File: config.mk
export PLATFORM = sky130hd
export DESIGN_NAME = bat_xlate
export DESIGN_NICKNAME = d
export VERILOG_FILES = /design/src/rtl/bat_pkg.sv /design/src/rtl/bat_store.sv /design/src/rtl/bat_match.sv /design/src/rtl/bat_select.sv /design/src/rtl/bat_xlate.sv
export SDC_FILE = /design/constraint.sdc
export NUM_CORES = 1
export LEC_CHECK = 0
export BUFFER_PORTS_ARGS = -buffer_cell sky130_fd_sc_hd__clkbuf_2
export CAP_MARGIN = 20
export CORE_UTILIZATION = 30
export DETAILED_ROUTE_END_ITERATION = 7
export PLACE_DENSITY = 0.42
export REMOVE_ABC_BUFFERS = 1
export SLEW_MARGIN = 10
export SYNTH_ARGS = -nofsm -noshare
export SYNTH_HDL_FRONTEND = slang
export SYNTH_SLANG_ARGS = --single-unit
File: constraint.sdc
create_clock -name clk -period 14.9 [get_ports clk]
set_input_delay 2.98 -clock clk [delete_from_list [all_inputs] [get_ports clk]]
set_output_delay 2.98 -clock clk [all_outputs]
set_load 0.03 [all_outputs]
File: src/rtl/bat_pkg.sv
package bat_pkg;
    localparam int EA_W    = 32;
    localparam int BLK_LSB = 17;
    localparam int BLK_W   = EA_W - BLK_LSB;
    localparam int LEN_W   = 11;
    localparam int ATTR_W  = 4;
    localparam int WORD_W  = 32;

    typedef enum logic [1:0] {
        PROT_NONE = 2'b00,
        PROT_RO   = 2'b01,
        PROT_RW   = 2'b10,
        PROT_RWX  = 2'b11
    } prot_e;

    typedef struct packed {
        logic [BLK_W-1:0]  ebase;
        logic [LEN_W-1:0]  lmask;
        logic              sv;
        logic              uv;
        logic [BLK_W-1:0]  pbase;
        logic [ATTR_W-1:0] attr;
        prot_e             prot;
    } bat_entry_t;

    // widen the size mask to the block-address width
    function automatic logic [BLK_W-1:0] widen_mask(input logic [LEN_W-1:0] m);
        return {{(BLK_W-LEN_W){1'b0}}, m};
    endfunction

    function automatic bat_entry_t load_upper(input bat_entry_t e, input logic [WORD_W-1:0] d);
        bat_entry_t r = e;
        r.ebase = d[31:17];
        r.lmask = d[12:2];
        r.sv    = d[1];
        r.uv    = d[0];
        return r;
    endfunction

    function automatic bat_entry_t load_lower(input bat_entry_t e, input logic [WORD_W-1:0] d);
        bat_entry_t r = e;
        r.pbase = d[31:17];
        r.attr  = d[6:3];
        r.prot  = prot_e'(d[1:0]);
        return r;
    endfunction
endpackage

File: src/rtl/bat_store.sv
module bat_store
    import bat_pkg::*;
#(
    parameter int N  = 8,
    parameter int IW = $clog2(N)
) (
    input  logic                     clk,
    input  logic                     rst,
    input  logic                     wr_en,
    input  logic [IW-1:0]            wr_idx,
    input  logic                     wr_hi,
    input  logic [WORD_W-1:0]        wr_data,
    output bat_entry_t [N-1:0]       ent
);
    // reserved word bits are accepted and dropped
    logic unused_rsv;
    assign unused_rsv = ^{wr_data[16:13], wr_data[16:7], wr_data[2]};

    for (genvar g = 0; g < N; g++) begin : g_ent
        always_ff @(posedge clk) begin
            if (rst) begin
                ent[g] <= '0;
            end else if (wr_en && wr_idx == IW'(g)) begin
                if (wr_hi) ent[g] <= load_upper(ent[g], wr_data);
                else       ent[g] <= load_lower(ent[g], wr_data);
            end
        end
    end
endmodule

File: src/rtl/bat_match.sv
module bat_match
    import bat_pkg::*;
#(
    parameter int N = 8
) (
    input  bat_entry_t [N-1:0] ent,
    input  logic [BLK_W-1:0]   ea_blk,
    input  logic               user,
    output logic [N-1:0]       match
);
    for (genvar g = 0; g < N; g++) begin : g_cmp
        logic [BLK_W-1:0] care;
        logic             same;
        logic             vld;
        assign care     = ~widen_mask(ent[g].lmask);
        assign same     = ((ea_blk ^ ent[g].ebase) & care) == '0;
        assign vld      = user ? ent[g].uv : ent[g].sv;
        assign match[g] = same && vld;
    end
endmodule

File: src/rtl/bat_select.sv
module bat_select
    import bat_pkg::*;
#(
    parameter int N  = 8,
    parameter int IW = $clog2(N)
) (
    input  bat_entry_t [N-1:0] ent,
    input  logic [N-1:0]       match,
    input  logic [BLK_W-1:0]   ea_blk,
    output logic               any,
    output logic               many,
    output logic [BLK_W-1:0]   pa_blk,
    output logic [ATTR_W-1:0]  attr,
    output prot_e              prot
);
    logic [IW-1:0]    sel_idx;
    bat_entry_t       sel;
    logic [BLK_W-1:0] keep;

    // lowest index wins
    always_comb begin
        sel_idx = '0;
        for (int i = N - 1; i >= 0; i--) begin
            if (match[i]) sel_idx = i[IW-1:0];
        end
    end

    assign sel    = ent[sel_idx];
    assign any    = |match;
    assign many   = $countones(match) > 1;
    assign keep   = widen_mask(sel.lmask);
    assign pa_blk = (sel.pbase & ~keep) | (ea_blk & keep);
    assign attr   = sel.attr;
    assign prot   = sel.prot;
endmodule

File: src/rtl/bat_xlate.sv
module bat_xlate
    import bat_pkg::*;
#(
    parameter int N_ENT = 8,
    localparam int IW   = $clog2(N_ENT)
) (
    input  logic              clk,
    input  logic              rst,
    input  logic              wr_en,
    input  logic [IW-1:0]     wr_idx,
    input  logic              wr_hi,
    input  logic [WORD_W-1:0] wr_data,
    input  logic [EA_W-1:0]   lk_ea,
    input  logic              lk_user,
    input  logic              lk_write,
    input  logic              lk_xlate_en,
    output logic              hit,
    output logic              pt_cancel,
    output logic [EA_W-1:0]   pa,
    output logic [ATTR_W-1:0] attr,
    output logic              prot_fault,
    output logic              multi_hit
);
    bat_entry_t [N_ENT-1:0] ent;
    logic [N_ENT-1:0]       match;
    logic                   any, many;
    logic [BLK_W-1:0]       pa_blk;
    logic [ATTR_W-1:0]      sel_attr;
    prot_e                  sel_prot;
    logic [BLK_W-1:0]       ea_blk;

    assign ea_blk = lk_ea[EA_W-1:BLK_LSB];

    bat_store #(.N(N_ENT), .IW(IW)) u_store (
        .clk(clk), .rst(rst), .wr_en(wr_en), .wr_idx(wr_idx),
        .wr_hi(wr_hi), .wr_data(wr_data), .ent(ent)
    );

    bat_match #(.N(N_ENT)) u_match (
        .ent(ent), .ea_blk(ea_blk), .user(lk_user), .match(match)
    );

    bat_select #(.N(N_ENT), .IW(IW)) u_sel (
        .ent(ent), .match(match), .ea_blk(ea_blk), .any(any), .many(many),
        .pa_blk(pa_blk), .attr(sel_attr), .prot(sel_prot)
    );

    always_comb begin
        hit        = lk_xlate_en && any;
        pt_cancel  = hit;
        multi_hit  = lk_xlate_en && many;
        pa         = hit ? {pa_blk, lk_ea[BLK_LSB-1:0]} : lk_ea;
        attr       = hit ? sel_attr : '0;
        prot_fault = hit && ((sel_prot == PROT_NONE) ||
                             (sel_prot == PROT_RO && lk_write));
    end
endmodule

==> metrics.md, run 1 <==
| Metric | Value |
|---|---|
| Status | finished, final reports clean |
| Hold bufs inserted after CTS | 0 |
| Syn. warnings | 0 |
| Setup crit start | lk_ea[17] |
| DRC errors left | 0 |
| Initial antenna violation count | 8 |
| Core area | 0.0617 sq mm |
| Mean post-synth cell area | 7.71 sq um |
| EDFF count, synth | 0 |
| Sequential area share after synthesis | 42.0% |
| WL per Instance | 22.0 microns |
| FF+latch count, synth | 392 |
| Type of destination of the critical path | output pin |
| Via Count | 16300 |
| Gr ovfl total | 0 |
| Critical path data arrival time | 8.13 ns |
| TritonCTS clock tree | done |
| Leakage | 6.76 nW |
| Most Crowded Layer GR | met2 |
| Final hold violations | 0 |
| Fin crit share | 74.6% |
| DP HPWL | 44300 microns |
| Post-CTS sizing | 0 |
| Clock transition at path regs | 0.05 ns |
| Fillers | 6644 |
| R2r startpoint | u_store.ent[77]$_SDFFE_PP0P_ |
| Ys async rst share | 0% |
| ANT cells | 0 |
| RSZ-0062 raised after global routing | false |
| Synth cell types | 68 |
| Die area | 0.0634 sq mm |
| Crit path time final | 11.11 ns |
| Initial core utilization | 30.3% |
| Most frequent cells in the layout | nand2_1, a21oi_1, dfxtp_1, mux2i_1, xnor2_1 |
| Die width | 252 microns |
| Root buffer cell | clkbuf_16 |
| Fin Setup TNS | 0 ns |
| Cells after Synth | 2426 |
| Fmax | 90.0 MHz |
| Site Rows | 91 |
| Crit path launch type | input pin |
| Crit path kind | in -> out |
| WHS | 0.451 ns |
| Layout Cells excl Fill | 3221 |
| First-pass GRT wire length | 104000 microns |
| Setup bufs post-CTS | 0 |
| GR Util All Layers | 22.0% |
| Port Buf Inserts | 75 |
| Largest net degree at the start of global routing | 161 |
| Crit path required time | 11.92 ns |
| Max-slew violation count | 0 |
| Largest registers | u_store.ent: 392 flops |
| Total power | 2.34 mW |
| Critical path fanouts, max | 44 |
| GR Util met1 | 30.1% |
| Initial DRC count | 1381 |
| Layout area overhead | 11.3% |
| Setup Viol. Count Final | 0 |
| Met2 Use GR | 35.5% |
| Area of the multi-input gates | 0.00966 sq mm |
| Register name with the most flops | u_store.ent |
| GR Util met3 | 3.71% |
| CTS Sinks | 392 |
| Max_cap viols | 0 |
| Routed vias/inst | 5.05 |
| CTS Buf Count | 47 |
| Final #Nets | 2447 |
| Routability congestion estimate | 0.828 |
| VDD IR-drop max | 79.1 uV |
| Cell Area, Synth | 0.0187 sq mm |
| Pwr/cell area | 112 mW/mm^2 |
| H-tree Lvls | 2 |
| Layout cells sized above 1 | 10.6% |
| Worst reg2reg setup slack | 14.15 ns |
| DRT Pass-1 Iters | 7 |
| Drt total wl | 70700 microns |
| Max FFs per register | 392 |
| Worst rel slew slack | 21.8% |
| Clk_skew | 0 ns |
| Clock Latency Late Sink | 0.58 ns |
| Slew @ Worst Pin | 1.17 ns |
| Die Y | 252 microns |
| HP Start | u_store.ent[344]$_SDFFE_PP0P_ |
| Sequential cell area | 0.00785 sq mm |
| CTS Buffer Depth | 3 |
| Vias in the first global route | 15500 |
| Placed cells | 3145 |
| # IOs | 114 |
| Post-route ant nets | 0 |
| Commonest non-fill, non-tap cell in the layout | nand2_1 |
| Ys flop type | dfxtp_1 |
| Worst hold path class | reg -> reg |
layout make-up:
cell class                 count  area share (%)
inverter                      24           0.439
timing repair buffer         116            3.51
tap                          837            5.03
multi-input combinational   1776            46.4
sequential                   392            37.7
clock buffer                  71            6.48
clock inverter                 5           0.433
logic make-up after synthesis:
group           share of synthesized area (%)
simple gates                             20.5
compound gates                           16.2
flops                                    42.0
buf+inv                                  6.84
mux                                      7.62
xor+xnor                                 5.66
fa+ha+maj                                1.23
stage by stage:
stage / cell area (sq um) / utilization (%) / setup slack [ns]
2_1_floorplan: 17500 / - / 4.29
3_3_place_gp: 19300 / 31.3 / 3.79
3_5_place_dp: 19400 / 31.4 / 3.79
4_1_cts: 20800 / 33.7 / 3.77
5_1_grt: 20800 / 33.7 / 3.51
6_report: 20800 / 33.7 / 3.79
worst max-delay path, stage by stage:
cell and delay [ns]:
clkbuf_2 0.36, xnor2_1 0.18, o22ai_1 0.13, nor4_1 0.74, nand3_1 0.44, nand2_2 0.64
o211a_4 0.78, buf_4 0.67, mux2i_1 0.28, mux2i_1 0.22, o41ai_2 0.35, clkbuf_2 0.27
where the power goes:
| part | leakage, nW | switching (mW) | internal (mW) | total, mW |
|---|---|---|---|---|
| sequential | 3.16 | 0.00854 | 1.06 | 1.07 |
| combinational | 2.90 | 0.113 | 0.0406 | 0.154 |
| clock | 0.698 | 0.461 | 0.652 | 1.11 |
| total | 6.76 | 0.583 | 1.75 | 2.34 |
worst paths after layout:
check	end	cells after the start
setup / recovery	pa[27]	12
hold / removal	u_store.ent[344]$_SDFFE_PP0P_	2
setup reg to reg	u_store.ent[77]$_SDFFE_PP0P_	2
hold reg to reg	u_store.ent[344]$_SDFFE_PP0P_	2
cells in the mapped netlist (2+ instances only):
cell / count / area share [%]
o221ai_1: 11 / 0.52
dfxtp_1: 392 / 42
a41oi_1: 2 / 0.094
xor2_1: 25 / 1.2
nand2_1: 847 / 17
mux2i_1: 108 / 5.8
ha_1: 12 / 0.80
inv_1: 21 / 0.42
nand2b_1: 3 / 0.10
o211ai_1: 5 / 0.20
nor2b_1: 3 / 0.10
buf_2: 15 / 0.40
a311o_1: 4 / 0.21
fa_1: 4 / 0.43
nor2_1: 31 / 0.62
nor4_1: 13 / 0.43
a31oi_1: 5 / 0.17
mux2_2: 28 / 1.7
mux2_4: 2 / 0.16
o21ai_1: 2 / 0.054
or2_2: 2 / 0.067
buf_4: 29 / 1.2
o21ai_0: 7 / 0.19
a211oi_2: 9 / 0.60
clkbuf_1: 159 / 3.2
xnor2_1: 94 / 4.4
nand2_2: 2 / 0.067
o22ai_1: 48 / 1.6
clkbuf_2: 7 / 0.19
nand3_1: 14 / 0.37
a211oi_1: 8 / 0.32
o31ai_1: 2 / 0.080
nor4_2: 2 / 0.13
and2_1: 3 / 0.10
nor3_1: 37 / 0.99
and3_1: 2 / 0.067
a221oi_1: 10 / 0.47
buf_6: 23 / 1.4
a21oi_1: 406 / 11
layer usage:
metal  routed length [microns]  vias up
li1                          -     7878
met1                     32600     7802
met2                     32500      476
met3                      3970      101
met4                      1650       10
met5                        58        -
No activity file was read; power rests on OpenSTA's default activity.
==> run 2: changes to the inputs <==
PLACE_DENSITY = 0.44   (was 0.42)
clock period = 9.59 ns   (was 14.9 ns; I/O delays follow)
==> run 2 against run 1 <==
- first-iteration DRC count decreased by 0.14%
- non-clock buffer count is 10 higher
- count of clock-buffer cells in the layout grew 2
==> metrics.md, run 2 (same netlist as run 1, synthesis figures left out) <==
| Metric | Value |
|---|---|
| Via Count | 16400 (+1.0%) |
| Most used cell, CP | clkbuf_2 |
| WHS | 0.451 ns (+0.000168 ns) |
| CP max stage cell | nor4_1 |
| TritonCTS clock tree | done |
| DP HPWL | 43800 microns (-1.1%) |
| Crit path required time | 7.67 ns (-4.25 ns) |
| VDD IR-drop max | 119 uV (+50%) |
| Worst hold path class | reg -> reg |
| Site Rows | 91 (unchanged) |
| CTS Buf Count | 46 (-2.1%) |
| Crit path time final | 8.54 ns |
| Register name with the most flops | u_store.ent |
| WL per Instance | 21.4 microns (-2.7%) |
| Clock Latency Late Sink | 0.59 ns (about the same) |
| Post-CTS sizing | 0 (unchanged) |
| Setup Viol. Count Final | 0 (unchanged) |
| Largest registers | u_store.ent: 392 flops |
| Max_cap viols | 0 (unchanged) |
| RSZ-0062 raised after global routing | false |
| Initial DRC count | 1379 (-0.14%) |
| Sequential share of power | 46.2% (+0.4 points) |
| Leakage | 6.85 nW (+1.3%) |
| Layout area overhead | 12.0% |
| H-tree Lvls | 2 (unchanged) |
| Gr ovfl total | 0 (unchanged) |
| DRT Pass-1 Iters | 5 (-2) |
| Final core utilization | 33.9% (+0.22 points) |
| Crit path launch type | input pin |
| Worst rel slew slack | 27.3% (+5.5 points) |
| Final hold violations | 0 (unchanged) |
| Setup bufs post-CTS | 0 (unchanged) |
| Clk_skew | 0 ns (unchanged) |
| CTS Buffer Depth | 3 (unchanged) |
| Die width | 252 microns (unchanged) |
| Layout cells sized above 1 | 11.2% (+0.61 points) |
| Critical path data arrival time | 6.63 ns (-1.50 ns) |
| Routability congestion estimate | 0.845 (+2.0%) |
| # IOs | 114 (unchanged) |
| Initial antenna violation count | 5 (-3) |
| Routed vias/inst | 5.08 (+0.60%) |
| Largest net degree at the start of global routing | 159 (-1.2%) |
| Final #Nets | 2456 (+0.37%) |
| Max-slew violation count | 0 (unchanged) |
| Die Y | 252 microns (unchanged) |
| Clock transition at path regs | 0.06 ns (about the same) |
| Cell Int Power | 2.70 mW (+54%) |
| Switching power | 0.899 mW (+54%) |
| Fin Setup TNS | 0 ns (unchanged) |
| First-pass GRT wire length | 103000 microns (-0.96%) |
| Type of destination of the critical path | output pin |
| Pwr/cell area | 172 mW/mm^2 (+53%) |
| Vias in the first global route | 15800 (+1.5%) |
| Switching fraction of total power | 25.0% (+0.026 points) |
| Post-route ant nets | 0 (unchanged) |
| Critical path fanouts, max | 32 (-27%) |
| Status | finished, final reports clean |
| Cells along the critical path | clkbuf_2 > xnor2_1 > o22ai_1 > nor4_1 > nand3_1 > ha_1 > nor3_1 > o211a_4 > buf_4 > a211oi_1 > a311o_1 > a31oi_1 > clkbuf_2 |
| Root buffer cell | clkbuf_16 |
| Die area | 0.0634 sq mm (unchanged) |
| Clock network fraction of design power | 47.2% (-0.4 points) |
| Max FFs per register | 392 (unchanged) |
| Port Buf Inserts | 75 (unchanged) |
| Drt total wl | 69100 microns (-2.3%) |
| Fin crit share | 89.1% |
| Fmax | 117 MHz |
| Commonest non-fill, non-tap cell in the layout | nand2_1 |
| Hold bufs inserted after CTS | 0 (unchanged) |
| Initial core utilization | 30.3% (unchanged) |
| Most frequent cells in the layout | nand2_1, a21oi_1, dfxtp_1, mux2i_1, xnor2_1 |
| Core area | 0.0617 sq mm (unchanged) |
| Post-DP Area | 0.0194 sq mm (+0.36%) |
| Logic gate share of total power | 6.7% (about the same) |
| Max stage delay on crit path | 0.78 ns (about the same) |
| CTS Sinks | 392 (unchanged) |
| GR Util All Layers | 21.7% (-0.31 points) |
| Slew @ Worst Pin | 1.09 ns (-0.0831 ns) |
| Crit path kind | in -> out |
| Finished Cell Area | 0.0209 sq mm (+0.66%) |
| DRC errors left | 0 (unchanged) |
==> run 2: cell types whose count changed in the layout (fill, tap and decap cells not counted), sizes merged <==
cell and delta:
inv -1, bufinv -2, clkinv +4, diode +1, buf +10, clkbuf +2
==> run 2: layout make-up <==
cell class / instances / area, sq um
flip-flops and latches: 392 / 7850
well taps: 837 / 1050
inverters: 24 / 91.3
diodes: 1 / 2.50
repair buffers: 126 / 856
clock buffers: 73 / 1390
clock inverters: 6 / 52.6
multi-input cells: 1776 / 9660
fillers: 6523 / 40800
==> run 2: critical path, delay by kind of cell <==
kind            cells  cell delay, ns
compound gates      5            1.49
simple gates        3            1.46
buf+inv             3            1.17
fa+ha+maj           1            0.35
xor+xnor            1            0.18
==> run 2: per-stage QoR <==
step	total power [mW]	setup WS, ns	instances
2_1_floorplan	1.79	1.10	2192
6_report	3.60	1.05	3235
4_1_cts	3.64	1.17	3231
3_3_place_gp	1.93	1.17	3150
5_1_grt	3.73	0.952	3234
3_5_place_dp	1.94	1.17	3152
==> run 2: final timing paths <==
check                           startpoint                       endpoint  slack, ns  cells after the start
max                              lk_ea[27]                         pa[30]       1.05                     13
min           u_store.ent[17]$_SDFFE_PP0P_   u_store.ent[17]$_SDFFE_PP0P_       0.45                      2
max reg2reg  u_store.ent[367]$_SDFFE_PP0P_  u_store.ent[367]$_SDFFE_PP0P_       8.84                      2
min reg2reg   u_store.ent[17]$_SDFFE_PP0P_   u_store.ent[17]$_SDFFE_PP0P_       0.45                      2
==> run 2: power by group through the flow <==
stage / clock network (mW) / logic (mW) / registers, mW
global placement: 0 / 0.236 / 1.70
global route: 1.80 / 0.257 / 1.66
floorplan: 0 / 0.0935 / 1.69
detailed placement: 0 / 0.239 / 1.70
CTS: 1.74 / 0.240 / 1.66
finish: 1.70 / 0.240 / 1.66
==> run 2: layer usage <==
metal	vias up	global-route usage [%]	part of all wire [%]
met3	107	3.70	6.7
met2	531	35.2	46
li1	7898	-	-
met4	8	7.04	2.8
met1	7891	29.2	44
met5	-	0	0.077
==> run 3: changes to the inputs <==
clock period = 7.8 ns   (was 9.59 ns; I/O delays follow)
==> run 3 against run 2 <==
- sequential share of layout area is 0.28 points lower
- worst hold slack worse by 0.00071 ns
- final cell count rose by 0.40%
- core utilization increased by 0.25 points
- die area did not move
- total power rose by 23%
- non-clock buffer count grew 17
- combinational power grew 25%
- routed wire length up 1.4%
- count of clock-buffer cells in the layout decreased by 8
- cell area grew 0.75%
==> metrics.md, run 3 (same netlist as run 1, synthesis figures left out) <==
| Metric | Value |
|---|---|
| Setup bufs post-CTS | 0 (unchanged) |
| CP max stage cell | fa_1 |
| First-pass GRT wire length | 103000 microns (about the same) |
| Clock Latency Late Sink | 0.58 ns (about the same) |
| Layout cells sized above 1 | 12.0% (+0.76 points) |
| Fin crit share | 94.3% |
| Worst Slack Setup Final | 0.445 ns (-0.601 ns) |
| Cells along the critical path | clkbuf_2 > xnor2_1 > o22ai_1 > nor4_1 > buf_4 > nand3_1 > inv_1 > ha_1 > inv_1 > fa_1 > inv_1 > fa_1 > ha_1 > inv_1 > fa_1 > a31oi_1 > buf_4 > clkbuf_2 |
| CTS Sinks | 392 (unchanged) |
| Max stage delay on crit path | 0.53 ns (-0.25 ns) |
| WL per Instance | 21.6 microns (+0.95%) |
| Most frequent cells in the layout | nand2_1, a21oi_1, dfxtp_1, mux2i_1, xnor2_1 |
| Setup Viol. Count Final | 0 (unchanged) |
| Worst hold path class | reg -> reg |
| Fmax | 136 MHz |
| Worst rel slew slack | 25.7% (-1.6 points) |
| Post-route ant nets | 0 (unchanged) |
| Gr ovfl total | 0 (unchanged) |
| Most used cell, CP | inv_1 |
| CTS Buf Count | 45 (-2.2%) |
| Area of the multi-input gates | 0.00966 sq mm (unchanged) |
| GR Util All Layers | 21.7% (about the same) |
| Routability congestion estimate | 0.876 (+3.6%) |
| Status | finished, final reports clean |
| Slew @ Worst Pin | 1.11 ns (+0.0219 ns) |
| Via Count | 16500 (+0.25%) |
| DRC errors left | 0 (unchanged) |
| Crit path launch type | input pin |
| Layout area overhead | 12.8% |
| Initial core utilization | 30.3% (unchanged) |
| ANT cells | 0 (-1) |
| Vias in the first global route | 15600 (-1.1%) |
| Max-slew violation count | 0 (unchanged) |
| Drt total wl | 70100 microns (+1.4%) |
| Type of destination of the critical path | output pin |
| Largest registers | u_store.ent: 392 flops |
| DP HPWL | 44700 microns (+2.0%) |
| Commonest non-fill, non-tap cell in the layout | nand2_1 |
| Port Buf Inserts | 75 (unchanged) |
| H-tree Lvls | 2 (unchanged) |
| VDD IR-drop max | 158 uV (+32%) |
| Die width | 252 microns (unchanged) |
| TritonCTS clock tree | done |
| Pwr/cell area | 210 mW/mm^2 (+22%) |
| Critical path fanouts, max | 9 (-72%) |
| Final hold violations | 0 (unchanged) |
| Site Rows | 91 (unchanged) |
| Die Y | 252 microns (unchanged) |
| Largest net degree at the start of global routing | 194 (+22%) |
| Initial DRC count | 1286 (-6.7%) |
| Crit path required time | 6.24 ns (-1.43 ns) |
| # IOs | 114 (unchanged) |
| Fillers | 6606 (+1.3%) |
| Crit path kind | in -> out |
| Dpl ws | 0.365 ns (-0.801 ns) |
| DRT Pass-1 Iters | 5 (unchanged) |
| Critical path data arrival time | 5.80 ns (-0.83 ns) |
| Crit path time final | 7.36 ns |
| Clk_skew | 0 ns (unchanged) |
| Core area | 0.0617 sq mm (unchanged) |
| Max_cap viols | 0 (unchanged) |
| Fin Setup TNS | 0 ns (unchanged) |
| RSZ-0062 raised after global routing | false |
| Leakage | 6.95 nW (+1.5%) |
| Max FFs per register | 392 (unchanged) |
| Final #Nets | 2472 (+0.65%) |
| CTS Buffer Depth | 3 (unchanged) |
| Clock transition at path regs | 0.06 ns (about the same) |
| Sequential cell area | 0.00785 sq mm (unchanged) |
| Hold bufs inserted after CTS | 0 (unchanged) |
| Routed vias/inst | 5.07 (-0.15%) |
| Initial antenna violation count | 4 (-1) |
| Root buffer cell | clkbuf_16 |
| Register name with the most flops | u_store.ent |
| Post-CTS sizing | 0 (unchanged) |
| Die area | 0.0634 sq mm (unchanged) |
## run 3: per-layer routing
metal  wire, microns  track usage, %  share of wire [%]  up-vias
met5              26               0              0.037        -
met2           32200            35.7                 46      483
li1                -               -                  -     7931
met1           32200            29.4                 46     7973
met4            1550            6.15                2.2        4
met3            4080            3.21                5.8       85
## run 3: final timing paths
path | depth (start not counted) | slack [ns] | to | start
setup / recovery | 18 | 0.44 | multi_hit | lk_ea[27]
hold / removal | 2 | 0.45 | u_store.ent[18]$_SDFFE_PP0P_ | u_store.ent[18]$_SDFFE_PP0P_
setup reg to reg | 2 | 7.03 | u_store.ent[369]$_SDFFE_PP0P_ | u_store.ent[369]$_SDFFE_PP0P_
hold reg to reg | 2 | 0.45 | u_store.ent[18]$_SDFFE_PP0P_ | u_store.ent[18]$_SDFFE_PP0P_
## run 3: where the power goes
| part | switching, mW | internal [mW] | total [mW] |
|---|---|---|---|
| clock | 0.884 | 1.20 | 2.09 |
| combinational | 0.218 | 0.0811 | 0.299 |
| sequential | 0.0161 | 2.03 | 2.04 |
| total | 1.12 | 3.31 | 4.43 |
## run 3: cell type report
cell class              instances  share of cell area (%)
clock buffers                  65                    6.26
well taps                     837                    4.96
repair buffers                143                    4.90
inverters                      24                   0.433
flip-flops and latches        392                    37.2
clock inverters                11                   0.504
multi-input cells            1776                    45.8
## run 3: stage by stage
step / hold slack, ns / power, mW / instances / cell area [sq um] / util (%)
2_1_floorplan: 0.425 / 2.20 / 2192 / 17500 / -
3_3_place_gp: 0.438 / 2.38 / 3167 / 19600 / 31.7
3_5_place_dp: 0.444 / 2.39 / 3169 / 19600 / 31.8
4_1_cts: 0.452 / 4.47 / 3245 / 21000 / 34.1
5_1_grt: 0.470 / 4.58 / 3248 / 21100 / 34.2
6_report: 0.450 / 4.43 / 3248 / 21100 / 34.2
## run 3: worst max-delay path: cells and delay by family
| kind | cells | cell delay [ns] |
|---|---|---|
| adder cells (fa/ha/maj) | 5 | 1.76 |
| buffers and inverters | 8 | 1.26 |
| AND/OR/NAND/NOR | 2 | 0.56 |
| AO/OA/AOI/OAI | 2 | 0.45 |
| XOR/XNOR | 1 | 0.18 |
